--- config.mk ---
export PLATFORM = sky130hd
export DESIGN_NAME = pmu_count_gate
export DESIGN_NICKNAME = d
export VERILOG_FILES = /design/src/rtl/pmu_filt_pkg.sv /design/src/rtl/pcf_enable.sv /design/src/rtl/pcf_prohibit.sv /design/src/rtl/pcf_filter.sv /design/src/rtl/pmu_count_gate.sv
export SDC_FILE = /design/constraint.sdc
export NUM_CORES = 1
export LEC_CHECK = 0
export ABC_AREA = 1
export BUFFER_PORTS_ARGS = -buffer_cell sky130_fd_sc_hd__buf_4
export CELL_PAD_IN_SITES_DETAIL_PLACEMENT = 0
export CELL_PAD_IN_SITES_GLOBAL_PLACEMENT = 2
export CORE_UTILIZATION = 10
export DETAILED_ROUTE_END_ITERATION = 10
export PLACE_DENSITY = 0.95
export REMOVE_ABC_BUFFERS = 1
export SETUP_SLACK_MARGIN = 0.02
export SLEW_MARGIN = 20
export SYNTH_ARGS = -nofsm -noshare
export SYNTH_HDL_FRONTEND = slang
export SYNTH_SLANG_ARGS = --single-unit
export TNS_END_PERCENT = 20
--- constraint.sdc ---
create_clock -name clk_i -period 1 [get_ports clk_i]
set_clock_uncertainty 0.15 [all_clocks]
set_input_delay 0 -clock clk_i [delete_from_list [all_inputs] [get_ports clk_i]]
set_output_delay 0 -clock clk_i [all_outputs]
set_load 0.01 [all_outputs]
--- src/rtl/pmu_filt_pkg.sv ---
package pmu_filt_pkg;
  localparam int unsigned GLB_EN_BIT   = 0;
  localparam int unsigned GLB_DP_BIT   = 4;
  localparam int unsigned HYP_EN_BIT   = 7;
  localparam int unsigned HYP_PROH_BIT = 17;
  localparam int unsigned MON_PERM_BIT = 17;
  localparam int unsigned FLT_P   = 31;
  localparam int unsigned FLT_U   = 30;
  localparam int unsigned FLT_NSK = 29;
  localparam int unsigned FLT_NSU = 28;
  localparam int unsigned FLT_NSH = 27;
  localparam int unsigned FLT_M   = 26;
endpackage

--- src/rtl/pcf_enable.sv ---
module pcf_enable
  import pmu_filt_pkg::*;
#(
  parameter int unsigned IDX_W   = 5,
  parameter int unsigned WORD_W  = 32,
  parameter int unsigned CYC_IDX = 31
) (
  input  logic [IDX_W-1:0]  ctr_idx_i,
  input  logic              has_hyp_i,
  input  logic [WORD_W-1:0] glb_ctrl_i,
  input  logic [WORD_W-1:0] cnt_en_set_i,
  input  logic [WORD_W-1:0] hyp_dbg_i,
  output logic              low_part_o,
  output logic              is_cyc_o,
  output logic              enabled_o
);
  logic [IDX_W-1:0] hpmn;
  logic             base_en;

  assign hpmn       = hyp_dbg_i[IDX_W-1:0];
  assign is_cyc_o   = (ctr_idx_i == IDX_W'(CYC_IDX));
  assign low_part_o = (ctr_idx_i < hpmn) || is_cyc_o;

  always_comb begin
    if (!has_hyp_i || low_part_o) base_en = glb_ctrl_i[GLB_EN_BIT];
    else                          base_en = hyp_dbg_i[HYP_EN_BIT];
  end

  assign enabled_o = base_en && cnt_en_set_i[ctr_idx_i];
endmodule

--- src/rtl/pcf_prohibit.sv ---
module pcf_prohibit
  import pmu_filt_pkg::*;
#(
  parameter int unsigned WORD_W = 32
) (
  input  logic              secure_i,
  input  logic [1:0]        priv_lvl_i,
  input  logic              has_mon_i,
  input  logic              low_part_i,
  input  logic              is_cyc_i,
  input  logic [WORD_W-1:0] glb_ctrl_i,
  input  logic [WORD_W-1:0] hyp_dbg_i,
  input  logic [WORD_W-1:0] mon_dbg_i,
  output logic              prohibited_o
);
  logic raw;

  always_comb begin
    if (secure_i)
      raw = has_mon_i && !mon_dbg_i[MON_PERM_BIT];
    else if (priv_lvl_i == 2'd2 && low_part_i)
      raw = hyp_dbg_i[HYP_PROH_BIT];
    else
      raw = 1'b0;
  end

  // cycle counter: prohibition is gated by the disable-when-prohibited bit
  assign prohibited_o = raw && (!is_cyc_i || glb_ctrl_i[GLB_DP_BIT]);
endmodule

--- src/rtl/pcf_filter.sv ---
module pcf_filter
  import pmu_filt_pkg::*;
#(
  parameter int unsigned WORD_W = 32
) (
  input  logic              secure_i,
  input  logic [1:0]        priv_lvl_i,
  input  logic              has_hyp_i,
  input  logic              has_mon_i,
  input  logic              el1_64_i,
  input  logic [WORD_W-1:0] filt_word_i,
  output logic              filtered_o
);
  logic f_p, f_u, f_nsk, f_nsu, f_nsh, f_m;

  assign f_p   = filt_word_i[FLT_P];
  assign f_u   = filt_word_i[FLT_U];
  assign f_nsk = has_mon_i && filt_word_i[FLT_NSK];
  assign f_nsu = has_mon_i && filt_word_i[FLT_NSU];
  assign f_nsh = has_hyp_i && filt_word_i[FLT_NSH];
  assign f_m   = has_mon_i && el1_64_i && filt_word_i[FLT_M];

  always_comb begin
    unique case (priv_lvl_i)
      2'd0:    filtered_o = secure_i ? f_u : (f_u ^ f_nsu);
      2'd1:    filtered_o = secure_i ? f_p : (f_p ^ f_nsk);
      2'd2:    filtered_o = !f_nsh;
      default: filtered_o = f_m ^ f_p;
    endcase
  end
endmodule

--- src/rtl/pmu_count_gate.sv ---
module pmu_count_gate
  import pmu_filt_pkg::*;
#(
  parameter int unsigned IDX_W   = 5,
  parameter int unsigned WORD_W  = 32,
  parameter int unsigned CYC_IDX = 31,
  parameter bit          REG_OUT = 1'b1
) (
  input  logic              clk_i,
  input  logic              rst_ni,
  input  logic [IDX_W-1:0]  ctr_idx_i,
  input  logic [1:0]        priv_lvl_i,
  input  logic              secure_i,
  input  logic              has_hyp_i,
  input  logic              has_mon_i,
  input  logic              el1_64_i,
  input  logic [WORD_W-1:0] glb_ctrl_i,
  input  logic [WORD_W-1:0] cnt_en_set_i,
  input  logic [WORD_W-1:0] hyp_dbg_i,
  input  logic [WORD_W-1:0] mon_dbg_i,
  input  logic [WORD_W-1:0] filt_word_i,
  output logic              count_en_o
);
  logic low_part, is_cyc, enabled, prohibited, filtered, decide;

  pcf_enable #(.IDX_W(IDX_W), .WORD_W(WORD_W), .CYC_IDX(CYC_IDX)) u_enable (
    .ctr_idx_i    (ctr_idx_i),
    .has_hyp_i    (has_hyp_i),
    .glb_ctrl_i   (glb_ctrl_i),
    .cnt_en_set_i (cnt_en_set_i),
    .hyp_dbg_i    (hyp_dbg_i),
    .low_part_o   (low_part),
    .is_cyc_o     (is_cyc),
    .enabled_o    (enabled)
  );

  pcf_prohibit #(.WORD_W(WORD_W)) u_prohibit (
    .secure_i     (secure_i),
    .priv_lvl_i   (priv_lvl_i),
    .has_mon_i    (has_mon_i),
    .low_part_i   (low_part),
    .is_cyc_i     (is_cyc),
    .glb_ctrl_i   (glb_ctrl_i),
    .hyp_dbg_i    (hyp_dbg_i),
    .mon_dbg_i    (mon_dbg_i),
    .prohibited_o (prohibited)
  );

  pcf_filter #(.WORD_W(WORD_W)) u_filter (
    .secure_i    (secure_i),
    .priv_lvl_i  (priv_lvl_i),
    .has_hyp_i   (has_hyp_i),
    .has_mon_i   (has_mon_i),
    .el1_64_i    (el1_64_i),
    .filt_word_i (filt_word_i),
    .filtered_o  (filtered)
  );

  assign decide = enabled && !prohibited && !filtered;

  generate
    if (REG_OUT) begin : g_reg
      logic q;
      always_ff @(posedge clk_i or negedge rst_ni) begin
        if (!rst_ni) q <= 1'b0;
        else         q <= decide;
      end
      assign count_en_o = q;
    end else begin : g_comb
      assign count_en_o = decide;
    end
  endgenerate
endmodule

==> results of run 1 <==
-- routing by layer --
metal / up-vias / track usage / part of all wire
li1: 574 / - / -
met1: 452 / 0.0940 / 0.46
met2: 23 / 0.135 / 0.50
met3: 0 / 0.00292 / 0.039
met4: 0 / 0 / 0
met5: - / 0 / 0
-- cells in the final DEF, fill, tap and decap left out --
cell,count
a21oi_1,2
buf_12,1
buf_4,64
buf_6,4
buf_8,2
dfrtp_1,1
dlygate4sd3_1,1
ha_4,4
inv_1,11
inv_2,3
inv_4,1
inv_8,1
nand2_1,48
nand2_2,9
nand3_1,34
nand3_2,2
nand3b_1,1
nand4_1,4
nor2_1,8
or2_0,1
xor2_1,1
-- path summary, 6_finish.rpt --
| kind | start | endpoint | slack [ps] | cells after the start |
|---|---|---|---|---|
| worst max-delay path | hyp_dbg_i[2] | count_en_o | -220 | 13 |
| worst min-delay path | rst_ni | count_en_o | 180 | 2 |
| max in group asynchronous | rst_ni | count_en_o | 430 | 2 |
| min in group clk_i | glb_ctrl_i[0] | count_en_o | 200 | 5 |
-- cells by family (layout without fill, tap and decap cells) --
logic type               Yosys count  in the layout
AND/OR/NAND/NOR                  107            107
AO/OA/AOI/OAI                      2              2
flip-flops                         1              1
buffers and inverters             20             88
XOR/XNOR                           1              1
adder cells (fa/ha/maj)            4              4
-- synthesized netlist by cell type --
library cell,n
nand3b_1,1
a21oi_1,2
inv_1,15
nor2_1,8
buf_12,1
ha_1,4
inv_8,1
nand4_1,4
nand2_1,50
nand2_2,7
or2_0,1
dfrtp_1,1
xor2_1,1
buf_6,3
nand3_1,36
-- what timing repair did --
action                     4_1_cts  5_1_grt
pin swaps                        9        6
hold endpoints to repair         1        0
hold buffers                     1        0
setup endpoints to repair        1        1
gates resized for setup         18        3
-- stage by stage --
step                      total power, mW  utilization  worst slack, ps  setup TNS [ps]
final                               0.567        0.206             -216            -216
after global routing                0.630        0.206             -365            -365
after floorplan                     0.223            -             -106            -106
after global placement              0.526        0.191             -291            -291
after detailed placement            0.527        0.191             -316            -316
after CTS                           0.573        0.205             -251            -251
-- power by group through the flow --
stage               registers, mW  logic (mW)  clock network, mW
floorplan                  0.0478       0.175                  0
global placement           0.0457       0.480                  0
detailed placement         0.0458       0.482                  0
CTS                        0.0458       0.527                  0
global route               0.0464       0.584                  0
finish                     0.0457       0.521                  0
-- final cells by class --
| cell class | instances | area, um^2 |
|---|---|---|
| sequential | 1 | 25.0 |
| multi-input combinational | 114 | 614 |
| fill | 791 | 5360 |
| tap | 80 | 100 |
| inverter | 16 | 70.1 |
| timing repair buffer | 72 | 586 |
==> impl_metrics.env, run 1 <==
export IMPL_dp_cells=282
export IMPL_netSwitchingFraction=0.391
export IMPL_post_route_worst_setup_slack_ps=-216
export IMPL_power_frac_clock=0
export IMPL_min_period_ps=1220
export IMPL_routabilityCongestion=0.681
export IMPL_ys_seq_area_frac=0.0360
export IMPL_crit_arrival_ps=950
export IMPL_synth_top_family_by_area="simple AND/OR/NAND/NOR gates"
export IMPL_power_switching_uw=221
export IMPL_synthTopCellsByArea="nand2_1 (27%), nand3_1 (26%), inv_1 (8.1%), ha_1 (7.2%), nand2_2 (6.3%)"
export IMPL_status="complete, but fails checks"
export IMPL_synth_compound_area_share=0.0144
export IMPL_cp_cell_sequence="buf_6, inv_2, ha_4, nand2_1, nand2_1, nand2_1, nand3_2, nand2_1, nand2_1, nand2_1, nand2_1, nand3_1, nor2_1"
export IMPL_hold_ws_ps=184
export IMPL_start_util=0.103
export IMPL_fp_dieW_um=85.4
export IMPL_post_drt_wl_per_cell_um=9.76
export IMPL_area_growth_syn_to_layout_pct=101
export IMPL_n_antenna_cell=0
export IMPL_layout_cells_non_filler=283
export IMPL_critPathCaptureType="flip-flop"
export IMPL_clkTransAtPathRegs_ps=0
export IMPL_seqPwrFrac=0.081
export IMPL_first_pass_iters=4
export IMPL_grt_setup_unrepaired="yes"
export IMPL_cp_required_ps=730
export IMPL_grt_first_pass_wirelength_mm=4.25
export IMPL_num_rows=30
export IMPL_critPathMaxStageDelay_ps=200
export IMPL_postLayoutCellArea_um2=1400
export IMPL_ys_seq_elements=1
export IMPL_worst_path_max_fanout=3
export IMPL_synth_cell_types=15
export IMPL_crit_path_frequent_cell="nand2_1"
export IMPL_vias=1049
export IMPL_ios=174
export IMPL_violations="negative setup slack"
export IMPL_synthMuxAreaShare=0
export IMPL_antenna_found_initial=0
export IMPL_power_leakage_nw=0.735
export IMPL_slowest_stage="ha_4"
export IMPL_pwr_share_comb=0.919
export IMPL_largest_register_ffs=1
export IMPL_maxCapViolCount=0
export IMPL_syn_area_um2=696
export IMPL_drt_iter0_drc=35
export IMPL_dp_hpwl_mm=2.47
export IMPL_cp_num_buf_inv=2
export IMPL_setup_violations=1
export IMPL_synth_avg_cell_area_um2=5.15
export IMPL_cp_start_kind="input port"
export IMPL_yosys_area_share_simple=0.691
export IMPL_min_period_over_period=1.22
export IMPL_slew_headroom=0.874
export IMPL_p_int_uw=345
export IMPL_hold_path_class="input port to async pin"
export IMPL_yosysWarnings=0
export IMPL_fmax_mhz=823
export IMPL_grt_usage=0.0712
export IMPL_synth_top_area_frac=0.270
export IMPL_port_buffers=61
export IMPL_p_per_area_nw_per_um2=406
export IMPL_die_area_um2=7290
export IMPL_synth_xor_area_share=0.0126
export IMPL_drive_above_1_share=0.448
export IMPL_finalWirelength_mm=2.76
export IMPL_hold_viol_final=0
export IMPL_worst_pin_slew_ps=188
export IMPL_grt_max_degree=18
export IMPL_drv_slew=0
export IMPL_postCtsSetupBuffers=0
export IMPL_synthCells=135
export IMPL_drcViolationCount=0
export IMPL_vdd_drop_max_uv=122
export IMPL_path_class="input port to flip-flop"
export IMPL_globalRoute_totalOverflow=0
export IMPL_post_dp_cell_area_um2=1290
export IMPL_path_delay_family="simple AND/OR/NAND/NOR gates"
export IMPL_synth_fa_ha_area_frac=0.0719
export IMPL_ant_nets=0
export IMPL_grt_pass1_vias=938
export IMPL_yosys_area_top_type="nand2_1"
export IMPL_dieHeight_um=85.4
export IMPL_design_core_area_um2=6760
export IMPL_num_nets_final=382
export IMPL_avgViaCountPerCell=3.71
Power figures use the tool's default switching activity.
==> run 2, diff against run 1 <==
Settings changed: CTS_CLUSTER_DIAMETER set to 200, MAX_ROUTING_LAYER set to met4, SYNTH_HIERARCHICAL set to 1.
==> impl_metrics.env, run 2 <==
export IMPL_synth_ff_type="dfrtp_1"
export IMPL_vias=1143
export IMPL_drv_slew=0
export IMPL_synth_top_area_frac=0.284
export IMPL_postLayoutCellArea_um2=1530
export IMPL_ys_seq_elements=1
export IMPL_start_util=0.105
export IMPL_hold_viol_final=0
export IMPL_p_total_uw=624
export IMPL_crit_arrival_ps=1100
export IMPL_cp_cell_sequence="buf_6, inv_4, ha_4, nand2_4, nor2_1, nand2_1, nand3_2, nand2_1, nand2_1, inv_2, nand3_2, a21oi_2, inv_1, nand2_1, nor2_2"
export IMPL_postCtsSetupBuffers=0
export IMPL_setup_worst_path_start="hyp_dbg_i[4]"
export IMPL_critPathMaxStageDelay_ps=210
export IMPL_synthTopCellsByArea="nand2_1 (28%), nand3_1 (26%), inv_1 (12%), ha_1 (7.0%), dfrtp_1 (3.5%)"
export IMPL_layout_cells_non_filler=306
export IMPL_path_class="input port to flip-flop"
export IMPL_drive_above_1_share=0.524
export IMPL_synth_common_cells="nand2_1 (54), nand3_1 (37), inv_1 (23)"
export IMPL_yosys_area_top_type="nand2_1"
export IMPL_synth_edf_count=0
export IMPL_avgViaCountPerCell=3.74
export IMPL_globalRoute_totalOverflow=0
export IMPL_power_leakage_nw=0.790
export IMPL_ios=174
export IMPL_routabilityCongestion=0.762
export IMPL_num_nets_final=389
export IMPL_fp_dieW_um=86.5
export IMPL_design_core_area_um2=6830
export IMPL_port_buffers=61
export IMPL_cp_depth=15
export IMPL_slowest_stage="ha_4"
export IMPL_hold_path_class="input port to async pin"
export IMPL_async_flop_share=1.00
export IMPL_crit_path_frequent_cell="nand2_1"
export IMPL_place_ws_ps=-469
export IMPL_synthCells=142
export IMPL_post_dp_cell_area_um2=1320
export IMPL_final_setup_tns_ps=-366
export IMPL_setup_violations=1
export IMPL_status="complete, but fails checks"
export IMPL_syn_area_um2=714
export IMPL_first_pass_iters=4
export IMPL_post_route_worst_setup_slack_ps=-366
export IMPL_num_rows=30
export IMPL_area_growth_syn_to_layout_pct=113
export IMPL_yosysWarnings=6
export IMPL_min_period_over_period=1.37
export IMPL_final_common_cell="buf_4"
export IMPL_slew_headroom=0.838
export IMPL_vdd_drop_max_uv=113
export IMPL_grt_first_pass_wirelength_mm=4.32
export IMPL_min_period_ps=1370
export IMPL_p_per_area_nw_per_um2=409
export IMPL_cp_required_ps=740
export IMPL_finalWirelength_mm=2.98
export IMPL_hold_ws_ps=181
export IMPL_drt_iter0_drc=24
export IMPL_clkTransAtPathRegs_ps=0
export IMPL_dieHeight_um=86.5
export IMPL_die_area_um2=7490
export IMPL_maxCapViolCount=0
export IMPL_post_drt_wl_per_cell_um=9.73
export IMPL_synth_most_common_cell="nand2_1"
export IMPL_grt_setup_unrepaired="yes"
export IMPL_worst_path_max_fanout=2
export IMPL_critPathCaptureType="flip-flop"
export IMPL_antenna_found_initial=0
export IMPL_dp_cells=305
export IMPL_largest_register_ffs=1
export IMPL_cp_start_kind="input port"
export IMPL_path_delay_family="simple AND/OR/NAND/NOR gates"
export IMPL_final_cell_mix="buf_4 (63), nand2_1 (48), nand3_1 (22)"
export IMPL_worst_pin_slew_ps=242
export IMPL_cp_num_buf_inv=4
export IMPL_violations="negative setup slack"
export IMPL_grt_pass1_vias=1022
export IMPL_ys_seq_area_frac=0.0350
export IMPL_grt_usage=0.0733
export IMPL_synth_cell_types=17
export IMPL_grt_max_degree=18
export IMPL_fin_util=0.223
export IMPL_endpoint="count_en_o"
export IMPL_drcViolationCount=0
export IMPL_n_antenna_cell=0
export IMPL_dp_hpwl_mm=2.43
export IMPL_ant_nets=0
export IMPL_fmax_mhz=732
export IMPL_synth_avg_cell_area_um2=5.03
==> run 2: cell types whose count changed after synthesis, sizes merged <==
cell    delta
or2        -1
o21ai      +2
nand3      +1
xor2       -1
nand3b     -1
nand4      -1
nand2      -2
inv        +8
a21oi      +2
==> run 2: how the worst min path moves through the flow <==
stage	end	slack, ps	start	cells past startpoint
final	count_en_o	180	rst_ni	2
after global routing	count_en_o	210	rst_ni	2
after CTS	count_en_o	170	rst_ni	2
after detailed placement	count_en_o	-370	rst_ni	1
after global placement	count_en_o	-370	rst_ni	1
after floorplan	count_en_o	-450	rst_ni	0
==> run 2: final cells by class <==
type | instances | area (um^2)
Fill cell | 786 | 5310
Multi-Input combinational cell | 113 | 696
Timing Repair Buffer | 72 | 573
Tap cell | 96 | 120
Inverter | 24 | 111
Sequential cell | 1 | 25.0
==> run 2: where the power goes <==
part           total [mW]  switching, mW  internal, mW  leakage [nW]
Combinational       0.578          0.260         0.319         0.776
Sequential         0.0459        0.00116        0.0447        0.0135
Clock                   0              0             0             0
==> run 2: repair_timing <==
action                     in CTS  in global routing
hold buffers                    1                  0
pin swaps                      10                 27
setup endpoints to repair       1                  1
hold endpoints to repair        1                  0
resized for setup              19                 28
==> run 2: cell families (layout without fill, tap and decap cells) <==
kind of cell	Yosys count	count (layout)	share of synthesized area
AOI/OAI and AO/OA	6	6	0.0473
adders and majority gates	4	4	0.0701
DFF	1	1	0.0350
buffers and inverters	28	96	0.200
and+or+nand+nor	103	103	0.648
==> run 2: per-layer routing <==
metal,vias to the layer above,wire length [um],track usage
met5,-,0,-
li1,592,-,-
met3,4,204,0.00667
met2,40,1480,0.131
met4,0,52,0.0121
met1,507,1240,0.0904
==> run 3, diff against run 2 <==
Settings changed: CELL_PAD_IN_SITES_GLOBAL_PLACEMENT 2 to 1, CORE_UTILIZATION 10 to 11, PLACE_DENSITY 0.95 to 0.87.
==> impl_metrics.env, run 3 (synthesis results as in run 2) <==
export IMPL_clkTransAtPathRegs_ps=0
export IMPL_hold_viol_final=0
export IMPL_slew_headroom=0.816
export IMPL_grt_first_pass_wirelength_mm=4.33
export IMPL_seqPwrFrac=0.078
export IMPL_finalWirelength_mm=2.93
export IMPL_setup_violations=1
export IMPL_grt_pass1_vias=1064
export IMPL_fmax_mhz=720
export IMPL_power_switching_uw=240
export IMPL_p_int_uw=348
export IMPL_grt_setup_unrepaired="yes"
export IMPL_min_period_ps=1390
export IMPL_num_rows=28
export IMPL_n_antenna_cell=0
export IMPL_final_common_cell="buf_4"
export IMPL_routabilityCongestion=0.825
export IMPL_status="complete, but fails checks"
export IMPL_crit_arrival_ps=1120
export IMPL_cp_start_kind="input port"
export IMPL_endpoint="count_en_o"
export IMPL_grt_max_degree=18
export IMPL_ios=174
export IMPL_area_growth_syn_to_layout_pct=96.5
export IMPL_worst_pin_slew_ps=276
export IMPL_drv_slew=0
export IMPL_grt_usage=0.0822
export IMPL_drive_above_1_share=0.432
export IMPL_dp_cells=280
export IMPL_dieHeight_um=82.6
export IMPL_drt_iter0_drc=33
export IMPL_hold_ws_ps=177
export IMPL_power_leakage_nw=0.756
export IMPL_path_class="input port to flip-flop"
export IMPL_largest_register_ffs=1
export IMPL_critPathCaptureType="flip-flop"
export IMPL_postLayoutCellArea_um2=1400
export IMPL_fill_cells=691
export IMPL_setup_worst_path_start="ctr_idx_i[4]"
export IMPL_antenna_found_initial=0
export IMPL_final_cell_mix="buf_4 (59), nand2_1 (51), nand3_1 (34)"
export IMPL_power_frac_clock=0
export IMPL_pwr_share_comb=0.922
export IMPL_post_drt_wl_per_cell_um=10.4
export IMPL_cp_required_ps=730
export IMPL_dp_hpwl_mm=2.48
export IMPL_vdd_drop_max_uv=107
export IMPL_ant_nets=0
export IMPL_num_nets_final=385
export IMPL_port_buffers=61
export IMPL_first_pass_iters=4
export IMPL_avgViaCountPerCell=3.91
export IMPL_vias=1100
export IMPL_layout_cells_non_filler=281
export IMPL_worst_path_max_fanout=2
export IMPL_netSwitchingFraction=0.408
export IMPL_hold_path_class="input port to async pin"
export IMPL_drcViolationCount=0
export IMPL_die_area_um2=6820
export IMPL_p_per_area_nw_per_um2=419
export IMPL_fin_util=0.230
export IMPL_maxCapViolCount=0
export IMPL_violations="negative setup slack"
export IMPL_design_core_area_um2=6100
export IMPL_min_period_over_period=1.39
export IMPL_post_route_worst_setup_slack_ps=-389
export IMPL_globalRoute_totalOverflow=0
export IMPL_start_util=0.117
export IMPL_fp_dieW_um=82.6
export IMPL_post_dp_cell_area_um2=1280
## run 3: area by class of cell
type / count / area (um^2) / area share
flip-flops and latches: 1 / 25.0 / 0.0178
well taps: 75 / 93.8 / 0.0668
multi-input cells: 113 / 628 / 0.447
inverters: 24 / 105 / 0.0749
repair buffers: 68 / 552 / 0.393
## run 3: repair_timing
| action | 4_1_cts | 5_1_grt |
|---|---|---|
| endpoints found under the hold margin | 1 | 0 |
| endpoints found under the setup margin | 1 | 1 |
| setup buffers | 0 | 0 |
| resized for setup | 24 | 4 |
| pin swaps | 20 | 12 |
| hold buffers | 1 | 0 |
## run 3: power groups by stage
stage               Sequential [mW]  Clock [mW]  Combinational [mW]
floorplan                    0.0475           0               0.185
global placement             0.0462           0               0.472
detailed placement           0.0459           0               0.476
CTS                          0.0459           0               0.534
global route                 0.0461           0               0.603
finish                       0.0458           0               0.542
## run 3: critical path, stage by stage
cell and delay [ps]:
buf_6 100, ha_4 250, a21oi_2 150, nand3_2 100, nand2_1 70, nand2_1 60, inv_1 60, nand3_2 70
a21oi_2 120, inv_1 50, nand2_1 60, nor2_2 30
## run 3: worst min path at each step
stage / from / to / slack (ps) / cells after the start
after global placement: rst_ni / count_en_o / -370 / 1
after CTS: rst_ni / count_en_o / 190 / 2
after detailed placement: rst_ni / count_en_o / -370 / 1
final: rst_ni / count_en_o / 180 / 2
after global routing: rst_ni / count_en_o / 190 / 2
after floorplan: rst_ni / count_en_o / -450 / 0
## run 3: routing by layer
metal	wire, um	global-route usage
met5	0	-
met4	0	0.00517
met3	156	0.00440
met2	1680	0.168
met1	1090	0.0899
## run 3: per-stage QoR
stage / setup WS (ps) / total power, mW / setup TNS [ps]
after floorplan: -259 / 0.232 / -259
after global placement: -453 / 0.518 / -453
after detailed placement: -496 / 0.522 / -496
after CTS: -395 / 0.580 / -395
after global routing: -517 / 0.649 / -517
final: -389 / 0.588 / -389
